--- config.mk ---
export PLATFORM = sky130hd
export DESIGN_NAME = irq_vector_seq
export DESIGN_NICKNAME = d
export VERILOG_FILES = /design/src/rtl/irq_seq_pkg.sv /design/src/rtl/irq_sync.sv /design/src/rtl/irq_tmr_cnt.sv /design/src/rtl/irq_arb.sv /design/src/rtl/irq_vector_seq.sv
export SDC_FILE = /design/constraint.sdc
export NUM_CORES = 1
export LEC_CHECK = 0
export BUFFER_PORTS_ARGS = -buffer_cell sky130_fd_sc_hd__buf_2
export CORE_MARGIN = 2
export CORE_UTILIZATION = 45
export DETAILED_ROUTE_END_ITERATION = 7
export PLACE_DENSITY_LB_ADDON = 0.08
export SLEW_MARGIN = 10
export SYNTH_ARGS = -nofsm -noshare
export SYNTH_HDL_FRONTEND = slang
export SYNTH_HIERARCHICAL = 1
export SYNTH_SLANG_ARGS = --single-unit
--- constraint.sdc ---
create_clock -name clk -period 4.8 [get_ports clk]
set_input_delay 0.72 -clock clk [delete_from_list [all_inputs] [get_ports clk]]
set_output_delay 0.72 -clock clk [all_outputs]
set_load 0.01 [all_outputs]
--- src/rtl/irq_seq_pkg.sv ---
package irq_seq_pkg;
  typedef enum logic [1:0] {TM_STOP, TM_TIMER, TM_COUNT} tm_mode_e;
  typedef enum logic [1:0] {SRC_NONE, SRC_RESET, SRC_EXT, SRC_TMR} src_e;

  localparam int unsigned ADDR_RESET = 0;
  localparam int unsigned ADDR_EXT   = 3;
  localparam int unsigned ADDR_TMR   = 7;

  function automatic int unsigned vec_of(src_e s);
    case (s)
      SRC_EXT: return ADDR_EXT;
      SRC_TMR: return ADDR_TMR;
      default: return ADDR_RESET;
    endcase
  endfunction
endpackage

--- src/rtl/irq_sync.sv ---
module irq_sync #(
  parameter int  STAGES  = 2,
  parameter logic RST_VAL = 1'b1
) (
  input  logic clk,
  input  logic rst_n,
  input  logic din,
  output logic dout
);
  logic [STAGES-1:0] chain_q, chain_d;

  always_comb chain_d = {chain_q[STAGES-2:0], din};

  always_ff @(posedge clk or negedge rst_n) begin
    if (!rst_n) chain_q <= {STAGES{RST_VAL}};
    else        chain_q <= chain_d;
  end

  assign dout = chain_q[STAGES-1];
endmodule

--- src/rtl/irq_tmr_cnt.sv ---
module irq_tmr_cnt
  import irq_seq_pkg::*;
#(
  parameter int CNT_W = 8,
  parameter int PRE_W = 5
) (
  input  logic             clk,
  input  logic             rst_n,
  input  logic             cyc_stb,
  input  logic             t1_sync,
  input  logic             run_tmr,
  input  logic             run_cnt,
  input  logic             halt,
  input  logic             wr,
  input  logic [CNT_W-1:0] wr_data,
  output logic [CNT_W-1:0] value,
  output logic             roll
);
  tm_mode_e         mode_q, mode_d;
  logic [PRE_W-1:0] pre_q, pre_d;
  logic [CNT_W-1:0] val_q, val_d;
  logic             t1_prev_q;
  logic             t1_fall, tick, pre_en, val_en;

  always_comb begin
    t1_fall = t1_prev_q & ~t1_sync;
    tick    = ((mode_q == TM_TIMER) && cyc_stb && (pre_q == {PRE_W{1'b1}})) ||
              ((mode_q == TM_COUNT) && t1_fall);

    mode_d = mode_q;
    if (halt)         mode_d = TM_STOP;
    else if (run_tmr) mode_d = TM_TIMER;
    else if (run_cnt) mode_d = TM_COUNT;

    pre_en = run_tmr || ((mode_q == TM_TIMER) && cyc_stb);
    pre_d  = run_tmr ? '0 : pre_q + 1'b1;

    val_en = wr || tick;
    val_d  = wr ? wr_data : val_q + 1'b1;

    roll   = tick && !wr && (val_q == {CNT_W{1'b1}});
  end

  always_ff @(posedge clk or negedge rst_n) begin
    if (!rst_n) begin
      mode_q    <= TM_STOP;
      pre_q     <= '0;
      val_q     <= '0;
      t1_prev_q <= 1'b1;
    end else begin
      mode_q    <= mode_d;
      t1_prev_q <= t1_sync;
      if (pre_en) pre_q <= pre_d;
      if (val_en) val_q <= val_d;
    end
  end

  assign value = val_q;
endmodule

--- src/rtl/irq_arb.sv ---
module irq_arb
  import irq_seq_pkg::*;
#(
  parameter int VEC_W = 12
) (
  input  logic             clk,
  input  logic             rst_n,
  input  logic             ext_req,
  input  logic             tmr_roll,
  input  logic             ext_en_cmd,
  input  logic             ext_dis_cmd,
  input  logic             tmr_en_cmd,
  input  logic             tmr_dis_cmd,
  input  logic             retr,
  input  logic             flag_test,
  output logic             call_req,
  output logic [VEC_W-1:0] call_vec,
  output logic             in_service,
  output logic             tmr_flag
);
  logic             boot_q, ext_en_q, tmr_en_q, pend_q, isr_q, call_q, flag_q;
  logic             ext_en_d, tmr_en_d, pend_d, isr_d, call_d, flag_d;
  logic [VEC_W-1:0] vec_q, vec_d;
  logic             take_ok;
  src_e             sel;

  always_comb begin
    take_ok = !isr_q && !call_q;
    sel     = SRC_NONE;
    if (boot_q)                               sel = SRC_RESET;
    else if (take_ok && ext_req && ext_en_q)  sel = SRC_EXT;
    else if (take_ok && pend_q && tmr_en_q)   sel = SRC_TMR;

    ext_en_d = ext_en_q;
    if (ext_en_cmd)  ext_en_d = 1'b1;
    if (ext_dis_cmd) ext_en_d = 1'b0;

    tmr_en_d = tmr_en_q;
    if (tmr_en_cmd)  tmr_en_d = 1'b1;
    if (tmr_dis_cmd) tmr_en_d = 1'b0;

    pend_d = pend_q;
    if (sel == SRC_TMR)        pend_d = 1'b0;
    if (tmr_roll && tmr_en_d)  pend_d = 1'b1;
    if (tmr_dis_cmd)           pend_d = 1'b0;

    flag_d = flag_q;
    if (flag_test || sel == SRC_TMR) flag_d = 1'b0;
    if (tmr_roll)                    flag_d = 1'b1;

    isr_d = isr_q;
    if (sel == SRC_EXT || sel == SRC_TMR) isr_d = 1'b1;
    else if (retr)                        isr_d = 1'b0;

    call_d = (sel != SRC_NONE);
    vec_d  = VEC_W'(vec_of(sel));
  end

  always_ff @(posedge clk or negedge rst_n) begin
    if (!rst_n) begin
      boot_q   <= 1'b1;
      ext_en_q <= 1'b0;
      tmr_en_q <= 1'b0;
      pend_q   <= 1'b0;
      isr_q    <= 1'b0;
      call_q   <= 1'b0;
      flag_q   <= 1'b0;
      vec_q    <= '0;
    end else begin
      boot_q   <= 1'b0;
      ext_en_q <= ext_en_d;
      tmr_en_q <= tmr_en_d;
      pend_q   <= pend_d;
      isr_q    <= isr_d;
      call_q   <= call_d;
      flag_q   <= flag_d;
      if (call_d) vec_q <= vec_d;
    end
  end

  assign call_req   = call_q;
  assign call_vec   = vec_q;
  assign in_service = isr_q;
  assign tmr_flag   = flag_q;
endmodule

--- src/rtl/irq_vector_seq.sv ---
module irq_vector_seq #(
  parameter int VEC_W  = 12,
  parameter int CNT_W  = 8,
  parameter int PRE_W  = 5,
  parameter int SYNC_N = 2
) (
  input  logic             clk,
  input  logic             rst_n,
  input  logic             int_n,
  input  logic             t1_in,
  input  logic             cyc_stb,
  input  logic             ext_en_cmd,
  input  logic             ext_dis_cmd,
  input  logic             tmr_en_cmd,
  input  logic             tmr_dis_cmd,
  input  logic             retr_stb,
  input  logic             tmr_run_cmd,
  input  logic             cnt_run_cmd,
  input  logic             halt_cmd,
  input  logic             tmr_wr,
  input  logic [CNT_W-1:0] tmr_wr_data,
  input  logic             tflag_test,
  output logic             call_req,
  output logic [VEC_W-1:0] call_vec,
  output logic             in_service,
  output logic             tmr_flag,
  output logic [CNT_W-1:0] tmr_value
);
  logic int_s, t1_s, tmr_roll;

  irq_sync #(.STAGES(SYNC_N), .RST_VAL(1'b1)) u_int_sync (
    .clk(clk), .rst_n(rst_n), .din(int_n), .dout(int_s));

  irq_sync #(.STAGES(SYNC_N), .RST_VAL(1'b1)) u_t1_sync (
    .clk(clk), .rst_n(rst_n), .din(t1_in), .dout(t1_s));

  irq_tmr_cnt #(.CNT_W(CNT_W), .PRE_W(PRE_W)) u_tmr (
    .clk(clk), .rst_n(rst_n), .cyc_stb(cyc_stb), .t1_sync(t1_s),
    .run_tmr(tmr_run_cmd), .run_cnt(cnt_run_cmd), .halt(halt_cmd),
    .wr(tmr_wr), .wr_data(tmr_wr_data), .value(tmr_value), .roll(tmr_roll));

  irq_arb #(.VEC_W(VEC_W)) u_arb (
    .clk(clk), .rst_n(rst_n), .ext_req(~int_s), .tmr_roll(tmr_roll),
    .ext_en_cmd(ext_en_cmd), .ext_dis_cmd(ext_dis_cmd),
    .tmr_en_cmd(tmr_en_cmd), .tmr_dis_cmd(tmr_dis_cmd),
    .retr(retr_stb), .flag_test(tflag_test),
    .call_req(call_req), .call_vec(call_vec),
    .in_service(in_service), .tmr_flag(tmr_flag));
endmodule

==> results of run 1 <==
registers in the layout, summed over array words and instances (netlist names):
signal	cells
u_arb/boot_q	1
u_arb/call_req	1
u_arb/call_vec	2
u_arb/ext_en_q	1
u_arb/in_service	1
u_arb/pend_q	1
u_arb/tmr_en_q	1
u_arb/tmr_flag	1
u_int_sync/chain_q	2
u_t1_sync/chain_q	2
u_tmr/mode_q	2
u_tmr/pre_q	5
u_tmr/t1_prev_q	1
u_tmr/value	8
critical path: cells and delay by family (launching register included):
kind	cells	cell delay, ns
DFF	1	0.39
AOI/OAI and AO/OA	1	0.37
and+or+nand+nor	2	0.41
adders and majority gates	2	0.32
muxes	1	0.27
xor gates and xnor gates	1	0.10
cells in the final DEF, fill, tap and decap left out, drive strengths merged:
cell	n
xor2	4
conb	10
a21oi	6
nor3	1
a311oi	1
a211oi	2
a31oi	1
o22ai	1
ha	3
nand2b	2
nand4bb	1
nand4	3
buf	36
mux2i	2
nand4b	2
dfstp	6
and3b	1
mux2	1
nand3	3
a22o	1
a31o	1
o21ai	7
dfrtp	23
a211o	1
clkbuf	8
inv	6
nor2	12
a21boi	1
nand2	13
and3	1
xnor2	6
a2111oi	1
a32o	1
per-stage QoR:
stage,std cells,total power (uW)
3_5_place_dp,193,335
5_1_grt,201,507
4_1_cts,201,489
3_3_place_gp,193,333
6_report,201,480
2_1_floorplan,137,312
layer usage:
layer	share of wire	up-vias	global-route usage	wire (um)
met2	0.49	27	0.257	1160
met3	0.056	5	0.0633	133
met5	0	-	0	0
met1	0.44	490	0.163	1050
li1	-	501	-	-
met4	0.018	0	0.0667	42
kinds of logic (layout without fill, tap and decap cells):
family	Yosys count	in the layout
simple gates	39	39
mux	3	3
flops	29	29
xor+xnor	10	10
compound gates	24	24
other cells	1	10
fa+ha+maj	3	3
buf+inv	19	50
path summary, 6_finish.rpt:
| kind | start | cells past startpoint | end |
|---|---|---|---|
| hold / removal | u_t1_sync/chain_q[0] | 0 | u_t1_sync/chain_q[1] |
| setup / recovery | u_tmr/pre_q[0] | 7 | u_tmr/value[7] |
| min in group asynchronous | rst_n | 1 | u_arb/tmr_en_q |
| setup reg to reg | u_tmr/pre_q[0] | 7 | u_tmr/value[7] |
| hold reg to reg | u_t1_sync/chain_q[0] | 0 | u_t1_sync/chain_q[1] |
| max in group asynchronous | rst_n | 1 | u_tmr/value[0] |
synth_stat cells, types with 2 or more instances:
cell,instances,share of area
a211oi_1,2,0.011
a21oi_1,6,0.022
buf_4,10,0.054
clkbuf_1,2,0.0054
dfrtp_1,23,0.41
dfstp_2,6,0.11
ha_1,3,0.027
inv_1,6,0.016
mux2i_1,2,0.014
nand2_1,13,0.035
nand2b_1,2,0.0090
nand3_1,3,0.011
nand4_1,3,0.014
nor2_1,11,0.030
o21ai_0,6,0.022
xnor2_1,6,0.038
xor2_1,4,0.025
final cells by class:
type / instances / share of cell area
multi-input combinational: 89 / 0.356
inverter: 6 / 0.0140
sequential: 29 / 0.456
timing repair buffer: 36 / 0.112
clock buffer: 8 / 0.0366
tap: 33 / 0.0257
power by group through the flow:
stage	Combinational [uW]	Sequential, uW	Clock [uW]
floorplan	33.0	279	0
global placement	56.2	277	0
detailed placement	57.1	278	0
CTS	57.3	273	158
global route	64.7	275	167
finish	56.5	273	151
==> impl_metrics.toml, run 1 <==
[status]
outcome = "completed"

[timing]
postLayoutSetupSlackWorst_ns = 2.83
setup_viol = 0
hold_violations = 0
max-slew-margin-rel = 0.580
setup-tns-final_ns = 0
fmax_mhz = 508
finClkSkew_ns = 0.0107
drv_slew = 0
tightestPinTransition_ns = 0.629
whs_ns = 0.361
timing.final.crit_share = 0.410
fin_crit_ns = 1.97
rsz0062_at_grt = "no"

[logic_synthesis]
synth_area_um2 = 1390
synth_top_family_by_area = "simple AND/OR/NAND/NOR gates"
async_reset_ff_frac = 1.00
synth_cells = 128
synth_compound_area_frac = 0.125
synthFlopType = "dfrtp_1"
synth_mux_area_frac = 0.0225
yosys_warnings = 6
synthAdderAreaFrac = 0.0271
yosys.cell_types.count = 37
synth_edf_count = 0
synth-xor-area-share = 0.0631
yosys_register_bits = 29
synth-simple-area-share = 0.147
avgSynthCellArea_um2 = 10.8
ys_seq_area_frac = 0.528

[final_layout]
final_area_um2 = 1610
drive_above_1_share = 0.327
regArea_um2 = 733
multiInputGateArea_um2 = 572
post-route-util = 0.535
antennaDiodeCount = 0
fin_nets = 193
fillers = 292
synthToLayoutAreaGrowth_pct = 15.9

[critical_path]
startpoint_type = "flop"
crit_arrival_ns = 2.18
cpPeakStageDelay_ns = 0.39
cp-end-kind = "flop"
required_ns = 5.02
crit_fanout = 8
critical_path.slowest_cell = "dfrtp_1"
critical_path.most_common_cell = "ha_1"
rrSetupSlack_ns = 2.83
crit_type = "flop to flop"
crit_chain = "ha_1 > and3_1 > ha_1 > nand4b_2 > a2111oi_4 > xor2_1 > mux2_2"

[clocking]
cts_hold_buf = 0
clockBufferDepth = 2
cts_tree = "built"
htree_levels = 2
clk_latency_ns = 0.32
cts_root_buf = "clkbuf_4"
post_cts_resized = 0
cts_sinks = 29
postCtsSetupBuffers = 0
cts_buffers = 5
path_clk_slew_ns = 0.09

[placement]
place_ws_ns = 2.82
gp_congestion = 0.754
dpl_cell_area_um2 = 1550
dpl.hpwl_um = 1800
port_buffers = 36

[die]
pin_count = 46
rows = 20
die_area_um2 = 3540
fp.dieH_um = 59.5
core-area_um2 = 3000
initial_core_util = 0.462
fp.dieW_um = 59.5

[power]
leakagePower_uw = 0.000783
pwr-share-seq = 0.568
pwr-share-clk = 0.314
powerDensity_nw_per_um2 = 298
p_sw_frac = 0.258
pwr-share-comb = 0.118
p_int_uw = 356
worst_ir_drop_vdd_mv = 0.146
p_switching_uw = 124

[routing]
drtIter0Drc = 41
route.vias.total = 1023
postRouteAntennaNets = 0
via_per_inst = 5.09
routed_wl_um = 2390
wl_per_cell_um = 11.9
drc_errors = 0
first_pass_iters = 4

[global_routing]
grt_max_degree = 30
grt_use_total = 0.151
grt_pass1_wl_um = 3950
antenna_found_initial = 0
overflow = 0
grt_pass1_vias = 957

[job]
maxCapViolations = 0

[worst_hold_path]
hold_path.class = "flop to flop"
Power figures use the tool's default switching activity.
==> run 2, diff against run 1 <==
Clock period 4.8 ns to 1.9 ns, I/O delays scaled along.
==> impl_metrics.toml, run 2 (synthesis gave the netlist of run 1 again) <==
[job]
maxCapViolations = 0

[timing]
postLayoutSetupSlackWorst_ns = 0.0361
whs_ns = 0.0620
tightestPinTransition_ns = 0.630
hold_violations = 0
rsz0062_at_grt = "yes"
timing.final.crit_share = 0.981
fmax_mhz = 537
finClkSkew_ns = 0.00278
max-slew-margin-rel = 0.580
setup-tns-final_ns = 0
fin_crit_ns = 1.86
drv_slew = 0
setup_viol = 0

[critical_path]
cp-end-kind = "flop"
crit_type = "flop to flop"
required_ns = 2.10
crit_arrival_ns = 2.07
crit_fanout = 7
startpoint_type = "flop"

[power]
powerDensity_nw_per_um2 = 741
leakagePower_uw = 0.000808
worst_ir_drop_vdd_mv = 0.378

[placement]
port_buffers = 36
dpl.hpwl_um = 1860
place_ws_ns = 0.0442
gp_congestion = 0.748

[final_layout]
drive_above_1_share = 0.368
fin_nets = 196
synthToLayoutAreaGrowth_pct = 21.7
largest_reg_flops = 8
final_common_cell = "buf_2"
fillers = 280
multiInputGateArea_um2 = 613
layout_common_cells = "buf_2 (36), dfrtp_1 (23), nand2_1 (13)"
antennaDiodeCount = 0
regArea_um2 = 733

[global_routing]
grt_max_degree = 30
antenna_found_initial = 0
grt_pass1_vias = 981
grt_pass1_wl_um = 4110
overflow = 0
grt_use_total = 0.158

[die]
die_area_um2 = 3540
fp.dieH_um = 59.5
fp.dieW_um = 59.5
pin_count = 46
initial_core_util = 0.462
rows = 20
core-area_um2 = 3000

[clocking]
cts_buffers = 5
postCtsSetupBuffers = 0
cts_root_buf = "clkbuf_4"
clk_latency_ns = 0.31
cts_sinks = 29
path_clk_slew_ns = 0.09
cts_tree = "built"
htree_levels = 2
clockBufferDepth = 2

[routing]
postRouteAntennaNets = 0
drtIter0Drc = 14
route.vias.total = 1014
wl_per_cell_um = 12.3
routed_wl_um = 2510
first_pass_iters = 4
drc_errors = 0
via_per_inst = 4.97

[status]
outcome = "completed"

[worst_hold_path]
hold_path.class = "primary input to flop"
-- run 2: cell type report --
class	count	share of cell area
tap	33	0.0244
clock inverter	1	0.00296
multi-input combinational	89	0.363
timing repair buffer	39	0.124
sequential	29	0.434
inverter	6	0.0133
clock buffer	7	0.0385
-- run 2: per-layer routing --
metal  GRT usage  vias to the layer above  wire [um]
met5           0                        -          0
met3      0.0524                        5        160
li1            -                      504          -
met4      0.0857                        0         41
met1       0.189                      478       1070
met2       0.251                       27       1240
-- run 2: timing repair --
action,CTS,global route
setup endpoints to repair,0,5
hold endpoints to repair,23,0
hold buffers,1,0
resized for setup,0,8
-- run 2: critical path: stages, from the launching register on --
cell and delay, ns:
dfrtp_1 0.40, ha_2 0.19, and3_4 0.19, ha_4 0.13, nand4b_4 0.13, buf_6 0.16, a211o_4 0.32, xor2_1 0.15
o21ai_1 0.09
-- run 2: final timing paths --
| check | slack [ns] | start | depth (start not counted) | endpoint |
|---|---|---|---|---|
| worst max-delay path | 0.04 | u_tmr/pre_q[0] | 8 | u_tmr/value[6] |
| worst min-delay path | 0.06 | t1_in | 1 | u_t1_sync/chain_q[0] |
| worst max register to register | 0.04 | u_tmr/pre_q[0] | 8 | u_tmr/value[6] |
| worst min register to register | 0.36 | u_int_sync/chain_q[0] | 0 | u_int_sync/chain_q[1] |
| max in group asynchronous | 0.96 | rst_n | 2 | u_tmr/value[1] |
| min in group asynchronous | 0.53 | rst_n | 2 | u_arb/call_vec[1] |
-- run 2: where the power goes --
group	switching [uW]	internal, uW	total (uW)
Combinational	83.2	65.1	148
Clock	200	214	414
Sequential	34.5	655	689
Total	318	934	1250
-- run 2: metrics by stage --
| stage | total power [uW] | cells | instance area (um2) | util |
|---|---|---|---|---|
| floorplan | 788 | 137 | 1420 | - |
| global placement | 842 | 195 | 1560 | 0.521 |
| detailed placement | 847 | 195 | 1560 | 0.521 |
| CTS | 1270 | 204 | 1640 | 0.548 |
| global route | 1330 | 204 | 1690 | 0.563 |
| finish | 1250 | 204 | 1690 | 0.563 |
